--- src/rtl/utlb_pkg.sv ---
package utlb_pkg;

    typedef enum logic [1:0] {
        ACC_RD  = 2'd0,
        ACC_WR  = 2'd1,
        ACC_EX  = 2'd2,
        ACC_RSV = 2'd3
    } acc_e;

    // bit 5 down to bit 0: kernel r/w/x then user r/w/x
    typedef struct packed {
        logic kr;
        logic kw;
        logic kx;
        logic ur;
        logic uw;
        logic ux;
    } perm_t;

    typedef struct packed {
        logic r;
        logic w;
        logic x;
    } rwx_t;

    function automatic logic perm_ok(perm_t p, logic user, acc_e a);
        rwx_t t;
        t = user ? rwx_t'{p.ur, p.uw, p.ux} : rwx_t'{p.kr, p.kw, p.kx};
        case (a)
            ACC_RD:  return t.r;
            ACC_WR:  return t.w;
            ACC_EX:  return t.x;
            default: return 1'b0;
        endcase
    endfunction

endpackage

--- src/rtl/utlb_match.sv ---
module utlb_match #(
    parameter int N      = 8,
    parameter int VPN_W  = 20,
    parameter int ASID_W = 8,
    parameter int IW     = 3
) (
    input  logic [N-1:0]      vld,
    input  logic [VPN_W-1:0]  e_vpn  [N],
    input  logic [ASID_W-1:0] e_asid [N],
    input  logic [N-1:0]      e_glb,
    input  logic [VPN_W-1:0]  q_vpn,
    input  logic [ASID_W-1:0] q_asid,
    output logic              hit,
    output logic [IW-1:0]     idx
);
    logic [N-1:0] hv;

    for (genvar g = 0; g < N; g++) begin : g_cmp
        assign hv[g] = vld[g] && (e_vpn[g] == q_vpn) &&
                       (e_glb[g] || (e_asid[g] == q_asid));
    end

    always_comb begin
        idx = '0;
        for (int i = N - 1; i >= 0; i--) begin
            if (hv[i]) idx = IW'(i);
        end
        hit = |hv;
    end
endmodule

--- src/rtl/utlb_victim.sv ---
module utlb_victim #(
    parameter int N  = 8,
    parameter int IW = 3
) (
    input  logic          clk,
    input  logic          rst,
    input  logic [N-1:0]  vld,
    input  logic          install,
    input  logic          flush,
    output logic [IW-1:0] victim
);
    logic [IW-1:0] rr_q;
    logic [IW-1:0] free_idx;
    logic          full;

    always_comb begin
        free_idx = '0;
        for (int i = N - 1; i >= 0; i--) begin
            if (!vld[i]) free_idx = IW'(i);
        end
        full   = &vld;
        victim = full ? rr_q : free_idx;
    end

    always_ff @(posedge clk) begin
        if (rst || flush) begin
            rr_q <= '0;
        end else if (install && full) begin
            rr_q <= (rr_q == IW'(N - 1)) ? '0 : rr_q + 1'b1;
        end
    end


    fill_free_chk: assert property (@(posedge clk) disable iff (rst)
        (install && !full) |=> ($countones(vld) == $countones($past(vld)) + 1));


    rotate_chk: assert property (@(posedge clk) disable iff (rst)
        (install && full && !flush) |=> (rr_q != $past(rr_q)));
endmodule

--- src/rtl/utlb_perm.sv ---
module utlb_perm
    import utlb_pkg::*;
(
    input  perm_t perm,
    input  logic  user,
    input  acc_e  acc,
    output logic  ok
);
    assign ok = perm_ok(perm, user, acc);
endmodule

--- src/rtl/utlb_cache.sv ---
module utlb_cache
    import utlb_pkg::*;
#(
    parameter int ENTRIES = 8,
    parameter int VPN_W   = 20,
    parameter int PFN_W   = 20,
    parameter int ASID_W  = 8
) (
    input  logic              clk,
    input  logic              rst,
    input  logic              lk_valid,
    input  logic [VPN_W-1:0]  lk_vpn,
    input  logic [ASID_W-1:0] lk_asid,
    input  logic              lk_user,
    input  logic [1:0]        lk_acc,
    output logic              lk_hit,
    output logic [PFN_W-1:0]  lk_pfn,
    output logic              lk_allow,
    output logic              lk_fault,
    output logic              rf_req,
    output logic [VPN_W-1:0]  rf_vpn,
    output logic [ASID_W-1:0] rf_asid,
    input  logic              rf_ack,
    input  logic              rf_miss,
    input  logic [PFN_W-1:0]  rf_pfn,
    input  logic [5:0]        rf_perm,
    input  logic              rf_global,
    input  logic              inval
);
    localparam int IW = (ENTRIES > 1) ? $clog2(ENTRIES) : 1;

    logic [ENTRIES-1:0] vld;
    logic [ENTRIES-1:0] e_glb;
    logic [VPN_W-1:0]   e_vpn  [ENTRIES];
    logic [ASID_W-1:0]  e_asid [ENTRIES];
    logic [PFN_W-1:0]   e_pfn  [ENTRIES];
    perm_t              e_perm [ENTRIES];

    logic               pend_q;
    logic               fault_q;
    logic [VPN_W-1:0]   cap_vpn;
    logic [ASID_W-1:0]  cap_asid;

    logic               m_hit;
    logic [IW-1:0]      m_idx;
    logic [IW-1:0]      victim;
    logic               perm_ok_w;
    logic               install;
    logic               done;

    utlb_match #(.N(ENTRIES), .VPN_W(VPN_W), .ASID_W(ASID_W), .IW(IW)) u_match (
        .vld   (vld),
        .e_vpn (e_vpn),
        .e_asid(e_asid),
        .e_glb (e_glb),
        .q_vpn (lk_vpn),
        .q_asid(lk_asid),
        .hit   (m_hit),
        .idx   (m_idx)
    );

    utlb_victim #(.N(ENTRIES), .IW(IW)) u_victim (
        .clk    (clk),
        .rst    (rst),
        .vld    (vld),
        .install(install),
        .flush  (inval),
        .victim (victim)
    );

    utlb_perm u_perm (
        .perm(e_perm[m_idx]),
        .user(lk_user),
        .acc (acc_e'(lk_acc)),
        .ok  (perm_ok_w)
    );

    assign install  = pend_q && rf_ack && !inval;
    assign done     = pend_q && (rf_ack || rf_miss);
    assign lk_hit   = lk_valid && m_hit;
    assign lk_pfn   = lk_hit ? e_pfn[m_idx] : '0;
    assign lk_allow = lk_hit && perm_ok_w;
    assign lk_fault = fault_q;
    assign rf_req   = pend_q;
    assign rf_vpn   = cap_vpn;
    assign rf_asid  = cap_asid;

    always_ff @(posedge clk) begin
        if (rst) begin
            vld      <= '0;
            pend_q   <= 1'b0;
            fault_q  <= 1'b0;
            cap_vpn  <= '0;
            cap_asid <= '0;
        end else begin
            fault_q <= pend_q && rf_miss && !rf_ack;
            if (inval) begin
                vld <= '0;
            end else if (install) begin
                vld[victim] <= 1'b1;
            end
            if (done) begin
                pend_q <= 1'b0;
            end else if (!pend_q && lk_valid && !m_hit) begin
                pend_q   <= 1'b1;
                cap_vpn  <= lk_vpn;
                cap_asid <= lk_asid;
            end
        end
    end

    always_ff @(posedge clk) begin
        if (install) begin
            e_vpn[victim]  <= cap_vpn;
            e_asid[victim] <= cap_asid;
            e_pfn[victim]  <= rf_pfn;
            e_perm[victim] <= perm_t'(rf_perm);
            e_glb[victim]  <= rf_global;
        end
    end


    req_hold_chk: assert property (@(posedge clk) disable iff (rst)
        (rf_req && !rf_ack && !rf_miss) |=>
        (rf_req && $stable(rf_vpn) && $stable(rf_asid)));


    ack_drop_chk: assert property (@(posedge clk) disable iff (rst)
        (rf_req && rf_ack) |=> !rf_req);


    fault_pulse_chk: assert property (@(posedge clk) disable iff (rst)
        (rf_req && rf_miss && !rf_ack) |=> (lk_fault && !rf_req));


    flush_all_chk: assert property (@(posedge clk) disable iff (rst)
        inval |=> (vld == '0));


    stray_ack_chk: assert property (@(posedge clk) disable iff (rst)
        (!rf_req && !inval) |=> (vld == $past(vld)));
endmodule

--- config.mk ---
export PLATFORM = sky130hd
export DESIGN_NAME = utlb_cache
export DESIGN_NICKNAME = d
export VERILOG_FILES = /design/src/rtl/utlb_pkg.sv /design/src/rtl/utlb_match.sv /design/src/rtl/utlb_victim.sv /design/src/rtl/utlb_perm.sv /design/src/rtl/utlb_cache.sv
export SDC_FILE = /design/constraint.sdc
export NUM_CORES = 1
export LEC_CHECK = 0
export CAP_MARGIN = 40
export CORE_ASPECT_RATIO = 0.6
export CORE_MARGIN = 8
export CORE_UTILIZATION = 30
export CTS_BUF_LIST = sky130_fd_sc_hd__clkbuf_4 sky130_fd_sc_hd__clkbuf_8
export CTS_CLUSTER_DIAMETER = 40
export DETAILED_ROUTE_END_ITERATION = 7
export DONT_BUFFER_PORTS = 1
export MAX_ROUTING_LAYER = met4
export SLEW_MARGIN = 20
export SYNTH_ARGS = -nofsm -noshare
export SYNTH_HDL_FRONTEND = slang
export SYNTH_SLANG_ARGS = --single-unit
--- constraint.sdc ---
create_clock -name clk -period 5.9 [get_ports clk]
set_input_delay 0.59 -clock clk [delete_from_list [all_inputs] [get_ports clk]]
set_output_delay 0.59 -clock clk [all_outputs]
set_load 0.02 [all_outputs]
# Word-level counts from Yosys, hierarchy flattened
# Memory sizes are Yosys's and may differ from the RTL's.
# Cells that the tools add are included.
[totals]
ff_bits = 273
mem_bits_rw = 208
in_bits = 64
out_inout_bits = 52
mem_count = 2
[classes]
n_addsub = 1
order_cmp = 4
eq_ne = 19
mux = 32
bitwise = 3
n_reduce_logical = 48
[memory_table]
columns = ["name", "depth", "word_bits", "read_ports", "rd_ports_with_merged_regs", "write_ports", "line_no", "source"]
rows = [
  ["e_pfn", 8, 20, 1, 0, 1, "utlb_cache.sv:36", "logic [PFN_W-1:0] e_pfn [ENTRIES];"],
  ["e_perm", 8, 6, 1, 0, 1, "utlb_cache.sv:37", "perm_t e_perm [ENTRIES];"],
]
[ops]
columns = ["operator", "count"]
rows = [
  ["$bwmux 160", 1],
  ["$eq 20x20->1", 8],
  ["$bwmux 64", 1],
  ["$eq 8x8->1", 8],
  ["$demux 20 s3", 1],
  ["$mux 3", 19],
  ["$mux 20", 2],
  ["$logic_and 1x1->1", 28],
  ["$demux 8 s3", 1],
  ["$logic_or 1x1->1", 10],
  ["$bwmux 8", 1],
  ["$mux 8", 1],
  ["$or 8x8->8", 1],
  ["$reduce_and 8->1", 1],
  ["$reduce_or 8->1", 1],
  ["$ge 4x4->1 const B", 1],
  ["$logic_not 1->1", 4],
  ["$lt 3x4->1 const B", 1],
  ["$lt 4x1->1 const B", 1],
  ["$not 3->4", 1],
  ["$reduce_or 2->1", 2],
  ["$add 3x1->3 const B", 1],
  ["$demux 1 s3", 1],
  ["$eq 3x3->1 const B", 1],
  ["8 further kinds", 10],
]

# Longest topological paths before layout
# Gate-level depths: netlist of run 1.
[logic_depth]
depth_word = 15
depth_mapped = 14
depth_no_buf = 11

# Modules after synthesis
# A second synthesis of run 1 with hierarchy kept.
[hier_totals]
cells_unflattened = 1165
hier_area_um2 = 19409.9
[by_module_without_submodules]
columns = ["module", "instances", "cells_per_inst", "area_per_inst_um2", "seq_area_each_um2"]
rows = [
  ["utlb_cache", 1, 777, 16363.2, 13973.4],
  ["utlb_match", 1, 353, 2756.4, 0.0],
  ["utlb_victim", 1, 30, 239.0, 60.1],
  ["utlb_perm", 1, 5, 51.3, 0.0],
]

# Worst setup path before layout of run 1
# OpenSTA, ideal clock, no wires.
[synth_timing]
path_kind = "register to register"
from = "reg, netlist name vld[7]"
to = "reg e_asid[10] (netlist name), enable pin"
arrival_ps = 4918
t_required_ps = 5362
setup_slack_ps = 444
stages_incl_launch_ff = 9
n_path_buf = 0
synth_period_minus_slack_ps = 5456
cell_sequence = "dfxtp_1 -> o21ai_0 -> nand2_1 -> nand2_1 -> nand2_1 -> nand2_1 -> a22oi_1 -> inv_1 -> nor3_1"
[synth_lines]
columns = ["element", "line_no", "source"]
rows = [
  ["to (signal, indexed assignment)", "utlb_cache.sv:115", "e_asid[victim] <= cap_asid;"],
  ["to (decl)", "utlb_cache.sv:35", "logic [ASID_W-1:0] e_asid [ENTRIES];"],
]

# Final worst setup path of run 1
[layout_timing]
from = "reg e_vpn[0] (netlist name)"
to = "out lk_allow"
[layout_between]
elab_chain_cells = 15
word_cells_on_any_way = 17
[layout_rtl]
columns = ["element", "line_no", "source"]
rows = [
  ["from (decl)", "utlb_cache.sv:34", "logic [VPN_W-1:0] e_vpn [ENTRIES];"],
  ["from (signal, indexed assignment)", "utlb_cache.sv:114", "e_vpn[victim] <= cap_vpn;"],
  ["$eq 20x20->1 (*)", "utlb_match.sv:19", "assign hv[g] = vld[g] && (e_vpn[g] == q_vpn) &&"],
  ["$logic_and 1x1->1 (*) (2 in series)", "utlb_match.sv:19", ""],
  ["$mux 3 (8 in series)", "utlb_match.sv:26", "if (hv[i]) idx = IW'(i);"],
  ["$mem_v2 8x6", "n/a", ""],
  ["$mux 3", "utlb_pkg.sv:28", "t = user ? rwx_t'{p.ur, p.uw, p.ux} : rwx_t'{p.kr, p.kw, p.kx};"],
  ["$pmux 1 s3", "utlb_pkg.sv:29", "case (a)"],
  ["$logic_and 1x1->1 (*)", "utlb_cache.sv:82", "assign lk_allow = lk_hit && perm_ok_w;"],
  ["to (decl)", "utlb_cache.sv:18", "output logic lk_allow,"],
]
# Every way passes the cells marked *; elsewhere a longest branch is shown, timed or not.

==> results.md, run 1 <==
- # Max-Cap Violations: 0
- Syn_nets: 1356
- Setup violators final: 0
- Worst slew pin tran: 924 ps
- Rows: 73
- Non-filler cells, final: roughly 2300
- GPL Wtd Cong: 0.930
- Number of global-route vias before repair: 11200
- Largest net degree at the start of global routing: 55
- WL/cell: 24.0 um
- CTS sink cnt: 481
- Sequential area share after synthesis: between 70% and 80%
- Post-CTS Setup Bufs: 0
- GRT Overall Usage: roughly 15%
- Drc violations: 0
- DR iter-0 viols: around 1100
- Clock tree buffer depth: 3
- Final hold violations: 0
- Int Pwr: 5.56 mW
- Top delay family on crit path: simple AND/OR/NAND/NOR gates
- Die Y: 216 um
- DRT Wirelength: 56000 um
- Leading area contributor after synthesis: edfxtp_1
- Final Power: 7.14 mW
- CP required: 5310 ps
- CORE AREA: 66100 um2
- Cell variety after synth: 53
- Total global routing overflow: 0
- Period utilisation layout: 96.9%
- Final ANT Viol Nets: 0
- Crit-path cells: xor2_1, nor4_1, nand4_1, or4_1, a211o_4, a21oi_4, buf_12, mux2i_1, mux4_2, o21bai_1, a221oi_2
- Layout fillers: 6354
- Vias: 11400
- Primary FF master, synth: edfxtp_1
- Pleak: 7.46 nW
- Max Clock Freq: 175 MHz
- Slew headroom: roughly 38%
- Fraction of registers with async set/reset: 0%
- Fin crit period: approximately 5700 ps
- Initial antenna violation count: 8
- Setup TNS: 0 ps
- Worst setup SP type: flip-flop
- Sequential cell area: between 10000 and 15000 um2
- Number of synthesized flops with an enable pin: 440
- Share of cells above drive strength 1: between 15 and 20%
- Pwr dens: roughly 310 nW/um2
- Post-cts resize count: 0
- Fin. max-slew vios: 0
- Final #Nets: 1432
- CTS Root Cell: clkbuf_8
- Die X: 350 um
- Most frequent cell after synthesis: edfxtp_1
- Critical Path AT: 5130 ps
- Multi-input gate area: 5690 um2
- Buffers and inverters on the worst path: 1
- Max incr delay on CP: 760 ps
- #FFs+latches synth: 481
- Clock insertion delay at the later pin of the skew report: 670 ps
- Status: completed
- Worst Hold Class: input port to flip-flop
- CP max stage cell: nor4_1
- Net Switching: 1.58 mW
- Synth Instances: 1290
- Critical path class: flip-flop to output pin
- Vias per cell: 4.88
- Initial Util: 30.3%
- Register share of total power: 53.3%
- Synthesized cell area: around 20000 um2
- First-pass GRT wire length: approximately 80000 um
- Synth top area share: about two thirds
- Mean area per synthesized cell: around 16 um2
- CTS buffer count: 78
- Clk slew on worst S/H paths: 70 ps
- CTS tree: built
- Most common library cells after synthesis: 440 x edfxtp_1, 184 x xor2_1, 90 x mux2i_1
- Synth warn: 0
- Post-DP HPWL: roughly 37000 um
- Synth area leaders: edfxtp_1 66%, xor2_1 8.0%, mux2i_1 4.5%
- Initial DRT Pass Iterations: 5
- Layout area overhead: 15.7%
- Switching Share: 22.1%
- Gate power share: 3.0%
- Worst VDD drop: 0.151 mV
- H-tree Lvls: 3
- I/O pin cnt: 116
- Placed insts: 2154
- Port bufs: 0
- Die area: 75600 um2
- RSZ-0062 raised after global routing: no
- Clock group share of total power: 43.7%
- Peak fanout along the critical path: 32
- Fin Clk Skew: 24.7 ps
- Crit end category: output pin
==> path summary, 6_finish.rpt <==
check	cells after the start	start	slack, ps	to
max	11	e_vpn[0]	180	lk_allow
min	2	lk_vpn[3]	80	rf_vpn[3]
max reg2reg	11	e_vpn[78]	1960	rf_vpn[5]
min reg2reg	2	u_victim.rr_q[1]	570	u_victim.rr_q[1]
==> timing repair <==
action                     CTS  global route
setup endpoints to repair    0             0
hold endpoints to repair   249             0
hold buffers                32             0
==> stage by stage <==
| stage | utilization (%) | setup slack, ps | area [um2] | hold slack, ps |
|---|---|---|---|---|
| finish | 35.1 | 183 | 23200 | 75.2 |
| global route | 35.1 | 43.6 | 23200 | 36.2 |
| CTS | 35.0 | 219 | 23200 | 3.66 |
| detailed placement | 32.0 | 761 | 21200 | 552 |
| global placement | 31.9 | 826 | 21100 | 534 |
| floorplan | - | 444 | 20000 | 516 |
==> sequential cells by signal, summed over array words and instances (netlist names) <==
name / flops
e_perm: 48
rf_req: 1
rf_vpn: 20
vld: 8
e_asid: 64
u_victim.rr_q: 3
e_glb: 8
e_pfn: 160
rf_asid: 8
e_vpn: 160
lk_fault: 1
==> logic make-up (layout without fill, tap and decap cells) <==
family	count (synthesis)	count (layout)	synth area share, %
compound gates	108	108	3.73
simple gates	269	269	7.18
other cells	0	5	0
flops	481	481	70.0
xor+xnor	224	224	9.79
fa+ha+maj	2	2	0.125
mux	138	138	7.30
buf+inv	68	209	1.87
==> power groups by stage <==
| stage | Sequential (mW) | Clock, mW | Combinational (mW) |
|---|---|---|---|
| 2_1_floorplan | 3.85 | 0 | 0.156 |
| 3_3_place_gp | 3.88 | 0 | 0.169 |
| 3_5_place_dp | 3.88 | 0 | 0.171 |
| 4_1_cts | 3.81 | 3.21 | 0.214 |
| 5_1_grt | 3.81 | 3.34 | 0.230 |
| 6_report | 3.80 | 3.12 | 0.214 |
==> metal layers <==
metal	track usage [%]	share of wire, %	wire length (um)	vias up
met1	22.2	51	28400	5804
met5	-	0	0	-
li1	-	-	-	5083
met4	3.34	1.5	863	0
met3	4.16	8.1	4530	75
met2	19.5	40	22200	438
==> layout by cell type, fill, tap and decap left out, types with 8 or more instances in the layout <==
master,count
clkinv_1,16
mux2i_1,90
nor2_1,38
buf_4,19
xor2_1,184
edfxtp_1,440
nor4_1,69
dlygate4sd3_1,31
nand4_1,28
mux2_2,46
dfxtp_1,41
o211ai_1,42
clkbuf_8,83
nor3_1,13
nand2_1,71
a21oi_1,31
o21a_1,8
clkinvlp_4,8
clkbuf_4,25
or4_1,11
xnor2_1,40
==> final cells by class <==
cell class | count | area share [%]
diodes | 5 | 0.0540
clock buffers | 108 | 5.74
clock inverters | 37 | 1.48
inverters | 6 | 0.0971
multi-input cells | 741 | 24.6
flip-flops and latches | 481 | 60.5
well taps | 900 | 4.86
repair buffers | 58 | 2.71
Note: power is estimated with default switching activity, not from simulation.
==> run 2, diff against run 1 <==
Settings changed: REMOVE_ABC_BUFFERS from default to 1.
==> run 2 against run 1 <==
Net effect:
- fmax increased by 2.9%
- register-to-register slack got worse by 350 ps
- sequential power about the same
- core utilization is essentially flat
- first-iteration DRC count fell by 4.9%
- clock power is 4% lower
- combinational power hardly changed
- sequential share of layout area decreased by 0.052 points
- via count down 0.75%
==> results.md, run 2 (synthesis gave the netlist of run 1 again) <==
- Peak fanout along the critical path: 5 (-84%)
- Share of cells above drive strength 1: 16.5% (+0.98 points)
- CORE AREA: 66100 um2 (unchanged)
- CTS tree: built
- Initial DRT Pass Iterations: 7 (+2)
- WL/cell: 23.6 um (-1.6%)
- Period utilisation layout: 94.2% (-2.7 points)
- Layout area overhead: 15.8% (about the same)
- Post-DP HPWL: 36400 um (-2.7%)
- I/O pin cnt: 116 (unchanged)
- Critical path class: flip-flop to output pin
- GRT Overall Usage: 14.8% (about the same)
- # Max-Cap Violations: 0 (unchanged)
- Vias per cell: 4.82 (-1.3%)
- Die Y: 216 um (unchanged)
- Setup TNS: 0 ps (unchanged)
- Largest net degree at the start of global routing: 81 (+47%)
- Non-filler cells, final: 2348 (+0.51%)
- Number of global-route vias before repair: 11300 (+1.2%)
- Initial Util: 30.3% (unchanged)
- Final #Nets: 1442 (+0.70%)
- CP required: 5310 ps (about the same)
- Initial antenna violation count: 2 (-6)
- Status: completed
- Clk slew on worst S/H paths: 60 ps (about the same)
- Final core occ: 35.1% (about the same)
- Critical Path AT: 4970 ps (-160 ps)
- Final Power: 7.00 mW (-1.8%)
- CTS Root Cell: clkbuf_8
- Die area: 75600 um2 (unchanged)
- Crit end category: output pin
- Slew headroom: 44.1% (+6.3 points)
- Max Clock Freq: 180 MHz (+2.9%)
- Rows: 73 (unchanged)
- Fin Clk Skew: 33.8 ps (+9.13 ps)
- Fin crit period: 5560 ps (-159 ps)
- Setup violators final: 0 (unchanged)
- Worst Hold Class: input port to flip-flop
- Fin. max-slew vios: 0 (unchanged)
- CTS sink cnt: 481 (unchanged)
- Pleak: 7.49 nW (+0.41%)
- First-pass GRT wire length: 79800 um (+0.26%)
- Die X: 350 um (unchanged)
- DR iter-0 viols: 1060 (-4.9%)
- Placed insts: 2155 (+0.046%)
- Worst setup SP type: flip-flop
- H-tree Lvls: 3 (unchanged)
- Post-cts resize count: 0 (unchanged)
- Largest regs: e_pfn (160), e_vpn (160), e_asid (64)
- Clock insertion delay at the later pin of the skew report: 670 ps (about the same)
- Clock tree buffer depth: 3 (unchanged)
- CTS buffer count: 80 (+2.6%)
- Pwr dens: 302 nW/um2 (-1.9%)
- Crit-path cells: xor2_1, nor4_1, nand4_1, or4_1, o21ai_0, a31oi_1, nor2_1, mux2_2, a211oi_2, o21ai_1, a221oi_2
- Final ANT Viol Nets: 0 (unchanged)
- CP max stage cell: nor4_1
- Worst VDD drop: 0.178 mV (+18%)
- GPL Wtd Cong: 0.932 (+0.23%)
- Most frequent cells in the layout: 440 x edfxtp_1, 184 x xor2_1, 90 x mux2i_1
- Total global routing overflow: 0 (unchanged)
- Vias: 11300 (-0.75%)
- Max incr delay on CP: 740 ps (-20 ps)
- Buffers and inverters on the worst path: 0 (-1)
- RSZ-0062 raised after global routing: no
- Worst slew pin tran: 830 ps (-94.1 ps)
- Drc violations: 0 (unchanged)
- Most common cell after layout, fill and taps aside: edfxtp_1
- Final hold violations: 0 (unchanged)
- Top delay family on crit path: simple AND/OR/NAND/NOR gates
- DRT Wirelength: 55400 um (-1.1%)
- Port bufs: 0 (unchanged)
## run 2: metrics by stage
stage / area (um2) / worst slack (ps) / hold slack [ps]
floorplan: 19700 / 156 / 516
global placement: 21100 / 599 / 536
detailed placement: 21200 / 557 / 555
CTS: 23100 / 39.2 / 8.78
global route: 23200 / 129 / 23.6
finish: 23200 / 342 / 76.4
## run 2: path summary, 6_finish.rpt
check | to | depth (start not counted) | slack (ps) | from
worst max-delay path | lk_allow | 11 | 340 | e_vpn[16]
worst min-delay path | rf_vpn[1] | 2 | 80 | lk_vpn[1]
worst max register to register | rf_vpn[7] | 11 | 1610 | e_vpn[78]
worst min register to register | u_victim.rr_q[1] | 2 | 560 | u_victim.rr_q[1]
## run 2: layout make-up
| type | instances | area, um2 |
|---|---|---|
| Inverter | 6 | 22.5 |
| Fill cell | 6336 | 42900 |
| Sequential cell | 481 | 14000 |
| Clock inverter | 38 | 275 |
| Clock buffer | 111 | 1350 |
| Multi-Input combinational cell | 741 | 5690 |
| Timing Repair Buffer | 66 | 699 |
| Antenna cell | 5 | 12.5 |
| Tap cell | 900 | 1130 |
## run 2: power breakdown
group          leakage [nW]  switching [mW]  internal [mW]
sequential             4.40          0.0623           3.74
clock                 0.850            1.39           1.59
combinational          2.24           0.129         0.0852
## run 2: routing by layer
| layer | wire length, um | GRT usage [%] |
|---|---|---|
| met5 | 0 | - |
| met4 | 1170 | 3.79 |
| met3 | 5070 | 5.16 |
| met2 | 22900 | 20.3 |
| met1 | 26200 | 20.7 |
## run 2: timing repair
action                     CTS  global route
setup buffers                0             7
setup endpoints to repair    0             1
hold endpoints to repair   249             0
hold buffers                31             0
